<file path="src/rtl/canirq_pkg.sv">
package canirq_pkg;

    localparam int unsigned ADDR_W = 2;

    typedef enum logic [ADDR_W-1:0] {
        REG_ENABLE = 2'd0,
        REG_PEND   = 2'd1,
        REG_CLEAR  = 2'd2,
        REG_RSVD   = 2'd3
    } reg_sel_e;

    typedef struct packed {
        logic     en_wr;
        logic     clr_wr;
        logic     rd;
        reg_sel_e rd_sel;
    } bus_op_t;

    function automatic bus_op_t decode_op(
        input logic              sel,
        input logic              we,
        input logic [ADDR_W-1:0] addr
    );
        bus_op_t op;
        op        = '0;
        op.rd_sel = reg_sel_e'(addr);
        if (sel) begin
            if (we) begin
                op.en_wr  = (reg_sel_e'(addr) == REG_ENABLE);
                op.clr_wr = (reg_sel_e'(addr) == REG_CLEAR);
            end else begin
                op.rd = 1'b1;
            end
        end
        return op;
    endfunction

endpackage

</file>
<file path="src/rtl/canirq_errdet.sv">
module canirq_errdet #(
    parameter int unsigned CNT_W   = 8,
    parameter int unsigned TEC_RST = 0,
    parameter int unsigned REC_RST = 0
) (
    input  logic             clk,
    input  logic             rst,
    input  logic [CNT_W-1:0] tec_i,
    input  logic [CNT_W-1:0] rec_i,
    output logic             evt_o
);
    localparam int unsigned NCNT = 2;

    logic [NCNT-1:0][CNT_W-1:0] now_val;
    logic [NCNT-1:0][CNT_W-1:0] rst_val;
    logic [NCNT-1:0]            diff;

    assign now_val = {rec_i, tec_i};
    assign rst_val = {CNT_W'(REC_RST), CNT_W'(TEC_RST)};

    for (genvar c = 0; c < NCNT; c++) begin : g_cnt
        logic [CNT_W-1:0] prev_q;
        always_ff @(posedge clk) begin
            if (rst) prev_q <= rst_val[c];
            else     prev_q <= now_val[c];
        end
        assign diff[c] = (now_val[c] != prev_q);
    end

    assign evt_o = |diff;
endmodule

</file>
<file path="src/rtl/canirq_pend.sv">
module canirq_pend #(
    parameter int unsigned SRC_N = 16
) (
    input  logic             clk,
    input  logic             rst,
    input  logic [SRC_N-1:0] set_i,
    input  logic [SRC_N-1:0] clr_i,
    output logic [SRC_N-1:0] pend_o
);
    for (genvar b = 0; b < SRC_N; b++) begin : g_bit
        logic bit_q;
        always_ff @(posedge clk) begin
            if (rst)           bit_q <= 1'b0;
            else if (set_i[b]) bit_q <= 1'b1;
            else if (clr_i[b]) bit_q <= 1'b0;
        end
        assign pend_o[b] = bit_q;
    end
endmodule

</file>
<file path="src/rtl/canirq_regs.sv">
module canirq_regs
    import canirq_pkg::*;
#(
    parameter int unsigned SRC_N = 16
) (
    input  logic              clk,
    input  logic              rst,
    input  logic              bus_sel_i,
    input  logic              bus_we_i,
    input  logic [ADDR_W-1:0] bus_addr_i,
    input  logic [SRC_N-1:0]  bus_wdata_i,
    input  logic [SRC_N-1:0]  pend_i,
    output logic [SRC_N-1:0]  en_o,
    output logic [SRC_N-1:0]  clr_o,
    output logic [SRC_N-1:0]  rdata_o,
    output logic              rvalid_o
);
    bus_op_t          op;
    logic [SRC_N-1:0] en_q;
    logic [SRC_N-1:0] rd_mux;
    logic [SRC_N-1:0] rdata_q;
    logic             rvalid_q;

    always_comb op = decode_op(bus_sel_i, bus_we_i, bus_addr_i);

    always_comb begin
        case (op.rd_sel)
            REG_ENABLE: rd_mux = en_q;
            REG_PEND:   rd_mux = pend_i;
            default:    rd_mux = '0;
        endcase
    end

    always_ff @(posedge clk) begin
        if (rst) begin
            en_q     <= '0;
            rdata_q  <= '0;
            rvalid_q <= 1'b0;
        end else begin
            rvalid_q <= op.rd;
            if (op.rd)    rdata_q <= rd_mux;
            if (op.en_wr) en_q    <= bus_wdata_i;
        end
    end

    assign clr_o    = op.clr_wr ? bus_wdata_i : '0;
    assign en_o     = en_q;
    assign rdata_o  = rdata_q;
    assign rvalid_o = rvalid_q;
endmodule

</file>
<file path="src/rtl/canirq_ctrl.sv">
module canirq_ctrl
    import canirq_pkg::*;
#(
    parameter int unsigned NUM_BUF = 15,
    parameter int unsigned CNT_W   = 8,
    parameter int unsigned TEC_RST = 0,
    parameter int unsigned REC_RST = 0
) (
    input  logic                 clk,
    input  logic                 rst,
    input  logic [NUM_BUF-1:0]   buf_done_i,
    input  logic [CNT_W-1:0]     tec_i,
    input  logic [CNT_W-1:0]     rec_i,
    input  logic                 bus_sel_i,
    input  logic                 bus_we_i,
    input  logic [ADDR_W-1:0]    bus_addr_i,
    input  logic [NUM_BUF:0]     bus_wdata_i,
    output logic [NUM_BUF:0]     bus_rdata_o,
    output logic                 bus_rvalid_o,
    output logic                 irq_o
);
    localparam int unsigned SRC_N = NUM_BUF + 1;

    logic             err_evt;
    logic [SRC_N-1:0] set_vec;
    logic [SRC_N-1:0] clr_vec;
    logic [SRC_N-1:0] pend_q;
    logic [SRC_N-1:0] en_q;
    logic             irq_q;

    canirq_errdet #(
        .CNT_W  (CNT_W),
        .TEC_RST(TEC_RST),
        .REC_RST(REC_RST)
    ) u_errdet (
        .clk  (clk),
        .rst  (rst),
        .tec_i(tec_i),
        .rec_i(rec_i),
        .evt_o(err_evt)
    );

    assign set_vec = {err_evt, buf_done_i};

    canirq_pend #(.SRC_N(SRC_N)) u_pend (
        .clk   (clk),
        .rst   (rst),
        .set_i (set_vec),
        .clr_i (clr_vec),
        .pend_o(pend_q)
    );

    canirq_regs #(.SRC_N(SRC_N)) u_regs (
        .clk        (clk),
        .rst        (rst),
        .bus_sel_i  (bus_sel_i),
        .bus_we_i   (bus_we_i),
        .bus_addr_i (bus_addr_i),
        .bus_wdata_i(bus_wdata_i),
        .pend_i     (pend_q),
        .en_o       (en_q),
        .clr_o      (clr_vec),
        .rdata_o    (bus_rdata_o),
        .rvalid_o   (bus_rvalid_o)
    );

    always_ff @(posedge clk) begin
        if (rst) irq_q <= 1'b0;
        else     irq_q <= |(pend_q & en_q);
    end

    assign irq_o = irq_q;
endmodule

</file>
<file path="config.mk">
export PLATFORM = sky130hd
export DESIGN_NAME = canirq_ctrl
export DESIGN_NICKNAME = d
export VERILOG_FILES = /design/src/rtl/canirq_pkg.sv /design/src/rtl/canirq_errdet.sv /design/src/rtl/canirq_pend.sv /design/src/rtl/canirq_regs.sv /design/src/rtl/canirq_ctrl.sv
export SDC_FILE = /design/constraint.sdc
export NUM_CORES = 1
export LEC_CHECK = 0
export ABC_AREA = 1
export BUFFER_PORTS_ARGS = -buffer_cell sky130_fd_sc_hd__buf_2
export CAP_MARGIN = 20
export CORE_UTILIZATION = 35
export CTS_CLUSTER_SIZE = 12
export DETAILED_ROUTE_END_ITERATION = 16
export PLACE_DENSITY = 0.66
export SYNTH_ARGS = -nofsm -noshare
export SYNTH_HDL_FRONTEND = slang
export SYNTH_SLANG_ARGS = --single-unit
</file>
<file path="constraint.sdc">
create_clock -name clk -period 1.9 [get_ports clk]
set_input_delay 0.285 -clock clk [delete_from_list [all_inputs] [get_ports clk]]
set_output_delay 0.285 -clock clk [all_outputs]
set_load 0.02 [all_outputs]
</file>
After elaboration in Yosys (flattened, before gate mapping). Index checks and enable logic that the tools add are counted.

Memories: 0. Bits of input ports: 53. Latch bits: 0. Flip-flop bits (word level): 66. Logic and storage cells: 83. RAM bits: 0. Memory bits (read-only): 0. Output and inout port bits: 18.

Shift-type cells: 0. Add/sub/neg operators: 0. Eq/ne operators: 4. Multiply operators: 0. Muxes and demuxes: 37. Divide/modulo/power cells: 0. Reduce and logical (&&, ||, !) cells: 19. Bitwise operators: 1. Magnitude comparators: 0.

Operators with widths (count): 1-bit 2-to-1 mux (33); 16-bit one-hot mux with 2 select lines (1); 2-bit nonzero test (16); 16-bit AND (1); 16-bit 2-to-1 mux (1); 8-bit != test (2); 16-bit OR reduction (1); 3-bit 2-to-1 mux (1); 2-bit by 1-bit == test with 1-bit output, second input constant (1); 2-bit == test, second input constant (1); 2-bit logical NOT (1); 2-bit 2-to-1 mux (1); 2-bit OR reduction (1).

Longest topological paths before layout.
Depth after elaboration: 6. Depth in mapped cells: 8. Depth with buffers taken out: 8.

Modules after synthesis. Synthesis repeated with hierarchy kept, for this count alone.

Cells, all modules: 529. Area, all modules: 3429.5 µm².

Modules (own cells, without submodules): canirq_regs (seq. area each 660.6 µm², area an instance 1765.4 µm², instances 1, cells each 269); canirq_pend (seq. area each 320.3 µm², area an instance 777.0 µm², instances 1, cells each 98); canirq_errdet (seq. area each 320.3 µm², area an instance 747.0 µm², instances 1, cells each 129); canirq_ctrl (seq. area each 20.0 µm², area an instance 140.1 µm², instances 1, cells each 33).

Worst setup path after synthesis. OpenSTA, ideal clock, no wires.

Path type: input to register. From: input bus_addr_i[0]. To: register u_regs.en_q[11] (netlist: u_regs.en_o[11]). Stages on the path: 6. Data arrival time: 976 ps. Required time: 1755 ps. Setup time: 145 ps. Setup slack: 779 ps. Path buffers: 2. Cells stage by stage: buf_6 -> nor2_8 -> nand2_4 -> buf_4 -> nor2_1 -> a211oi_2.

Cells in the longest elaborated chain, start to end: 3.

Ends and longest elaborated chain: start, declared (line canirq_ctrl.sv:16) `input logic [ADDR_W-1:0] bus_addr_i,`; 2-bit logical NOT (line canirq_pkg.sv:29) `op.en_wr = (reg_sel_e'(addr) == REG_ENABLE);`; 2-bit 2-to-1 mux (line canirq_pkg.sv:28) `if (we) begin`; 3-bit 2-to-1 mux (line canirq_pkg.sv:27) `if (sel) begin`; end signal, assigned (line canirq_regs.sv:42) `if (op.en_wr) en_q <= bus_wdata_i;`; end, declared (line canirq_regs.sv:19) `logic [SRC_N-1:0] en_q;`.

No other way between the ends. A chain may end at the register's enable or synchronous reset.

Final worst setup path.
From: register u_regs.rdata_q[7] (netlist: u_regs.rdata_o[7]). To: output bus_rdata_o[7].

RTL lines: start, declared (line canirq_regs.sv:21) `logic [SRC_N-1:0] rdata_q;`; start signal, assigned (line canirq_regs.sv:41) `if (op.rd) rdata_q <= rd_mux;`; end, declared (line canirq_ctrl.sv:18) `output logic [NUM_BUF:0] bus_rdata_o,`.

No word-level cell between the ends.

==> impl_metrics.py <==
metrics = {
    "global_route": {
        "grt_pass1_wl_um": 10780,
        "grt_pass1_vias": 2392,
        "grt_use_total": 0.1579,
        "grt-ovfl-total": 0,
        "antenna_found_initial": 2,
        "grt_start_max_net_pins": 67,
    },
    "timing": {
        "clock.fmax_ghz": 0.8867,
        "setup_ws_ns": 0.7722,
        "setup_tns_ns": 0,
        "drv_slew": 0,
        "slew_headroom": 0.7903,
        "worst_pin_slew_ns": 0.3146,
        "setup_viol": 0,
        "skew_ns": 0.009082,
        "finalHoldViolations": 0,
        "timing.hold.ws_ns": 0.1555,
        "grt_setup_unrepaired": "no",
        "finalCritPeriodShare": 0.5936,
        "finalCriticalPeriod_ns": 1.128,
    },
    "synth": {
        "syn_nets": 449,
        "yosys_register_bits": 66,
        "ys_seq_area_frac": 0.4391,
        "synth_edf_count": 0,
        "synthArstFlopShare": 0,
        "yosysUniqueCellTypes": 28,
        "syn_inst": 396,
        "synth.top_cells.by_area": "dfxtp_1 44%, nor2_1 11%, nand2_1 8.5%, inv_1 7.4%, a211oi_2 3.7%",
        "syn_area_sq_um": 3009,
        "synth_top_area_share": 0.4391,
        "avgSynthCellArea_sq_um": 7.599,
        "ys.flop_type": "dfxtp_1",
        "synth.largest_area_cell": "dfxtp_1",
        "yosys_warnings": 0,
    },
    "setup_path": {
        "arrival_ns": 0.84,
        "required_ns": 1.62,
        "crit_family": "flip-flops",
        "crit_path_end_kind": "output pin",
        "path_cells": "buf_2",
        "max_stage_delay_ns": 0.34,
        "cp.buffers_inverters": 1,
        "critPathSlowestCell": "dfxtp_1",
        "critPathKind": "flip-flop to output pin",
        "worstPathMaxFanout": 2,
        "start_kind": "flip-flop",
    },
    "die": {
        "start_util": 0.3644,
        "die-area_sq_um": 8972,
        "die_w_um": 94.72,
        "ios": 71,
        "fp.coreArea_sq_um": 8258,
        "die_h_um": 94.72,
        "rows": 33,
    },
    "cts": {
        "post-cts-setup-buffers": 0,
        "ctsHoldBuffers": 0,
        "clk_pin_slew_ns": 0.08,
        "clockRootBuffer": "clkbuf_8",
        "numClockSinks": 66,
        "cts_resized": 0,
        "cts_tree": "yes",
        "htree_levels": 3,
        "cts_buffer_depth": 2,
        "clk_latency_ns": 0.34,
        "cts_buffers": 9,
    },
    "detailed_routing": {
        "drc": 0,
        "drtIter0Drc": 126,
        "drt-total-wl_um": 6454,
        "wl_per_cell_um": 11.20,
        "ant_nets": 0,
        "vias": 2565,
        "via_per_inst": 4.453,
        "first_pass_iters": 4,
    },
    "min_path": {
        "holdCritPathClass": "primary input to flip-flop",
    },
    "final_layout": {
        "antenna_cells": 0,
        "syn2layout_area_growth_pct": 19.92,
        "layout-drive-gt1-share": 0.2675,
        "final_cell_mix": "86 x nor2_1, 70 x buf_2, 68 x nand2_1",
        "layout.nets": 519,
        "layout_commonest_cell": "nor2_1",
        "fillers": 874,
        "finalInstanceArea_sq_um": 3608,
    },
    "pwr": {
        "peakVddDrop_uv": 402.3,
        "powerDensity_nw_per_um2": 862.4,
        "p_leak_nw": 1.728,
    },
    "placement": {
        "gp_congestion": 0.7733,
        "port_buffers": 70,
        "place_ws_ns": 0.4988,
        "place_area_sq_um": 3403,
        "dpl.hpwl_um": 4808,
    },
    "status": {
        "status": "complete, no violations",
    },
    "run": {
        "drv_cap": 0,
    },
}
==> cell usage after synthesis, types with 3 or more instances <==
cell type  instances
o21ai_1            3
inv_2              3
o22ai_1           12
nand3_1           21
a21oi_1           11
nand3_2           10
xnor2_1           10
nand2_1           68
inv_1             59
a21oi_2           10
dfxtp_1           66
o21ai_0            6
a211oi_2           9
buf_6              5
nor2_1            86
==> registers in the layout, indices dropped and copies added (netlist names) <==
| signal | count |
|---|---|
| irq_o | 1 |
| u_errdet.g_cnt.prev_q | 16 |
| u_regs.en_o | 16 |
| u_regs.rvalid_o | 1 |
| u_pend.g_bit.bit_q | 16 |
| u_regs.rdata_o | 16 |
==> area by class of cell <==
| class | instances | area, sq um | area share |
|---|---|---|---|
| Multi-Input combinational cell | 253 | 1326 | 0.3675 |
| Clock inverter | 4 | 50.05 | 0.01387 |
| Tap cell | 105 | 131.4 | 0.03641 |
| Timing Repair Buffer | 73 | 385.4 | 0.1068 |
| Clock buffer | 12 | 155.1 | 0.04300 |
| Inverter | 63 | 239.0 | 0.06623 |
| Sequential cell | 66 | 1321 | 0.3662 |
==> worst paths after layout <==
path / from / to / slack (ns) / cells past startpoint
worst max register to register: u_regs.en_o[2] / irq_o / 0.93 / 6
worst max-delay path: u_regs.rdata_o[7] / bus_rdata_o[7] / 0.77 / 1
worst min-delay path: buf_done_i[3] / u_pend.g_bit[3].bit_q / 0.16 / 3
worst min register to register: u_regs.en_o[11] / u_regs.en_o[11] / 0.49 / 2
==> layer usage <==
| layer | GRT usage | routed length, um | part of all wire | vias up |
|---|---|---|---|---|
| li1 | - | - | - | 1376 |
| met1 | 0.1977 | 3008 | 0.47 | 1113 |
| met2 | 0.2452 | 2805 | 0.43 | 68 |
| met3 | 0.05636 | 543 | 0.084 | 8 |
| met4 | 0.06439 | 95 | 0.015 | 0 |
| met5 | 0 | 0 | 0 | - |
==> worst register-to-register path, stage by stage, from the launching register on <==
cell and delay, ns:
dfxtp_1 0.30, inv_1 0.09, o22ai_1 0.10, nor2_1 0.15
nand2_1 0.07, nor2_1 0.10, nor2_1 0.05
==> through the flow <==
step / utilization / instances / total power, W
final: 0.4370 / 576 / 0.003112
after global routing: 0.4370 / 576 / 0.003254
after CTS: 0.4370 / 576 / 0.003142
after floorplan: - / 396 / 0.001796
after global placement: 0.4121 / 560 / 0.001919
after detailed placement: 0.4121 / 560 / 0.001930
==> power by group <==
| group | total, W | leakage (nW) | internal [W] | switching (W) |
|---|---|---|---|---|
| Sequential | 0.00150 | 0.546 | 0.00146 | 0.0000421 |
| Clock | 0.00122 | 0.0986 | 0.000676 | 0.000541 |
| Combinational | 0.000393 | 1.08 | 0.000158 | 0.000235 |
| Total | 0.00311 | 1.73 | 0.00229 | 0.000818 |
==> kinds of logic after synthesis <==
logic type,count (synthesis),share of synthesized area
AND/OR/NAND/NOR,190,0.2815
buffers and inverters,77,0.1202
flip-flops,66,0.4391
AO/OA/AOI/OAI,53,0.1301
XOR/XNOR,10,0.02910
Note: power is estimated with default switching activity, not from simulation.
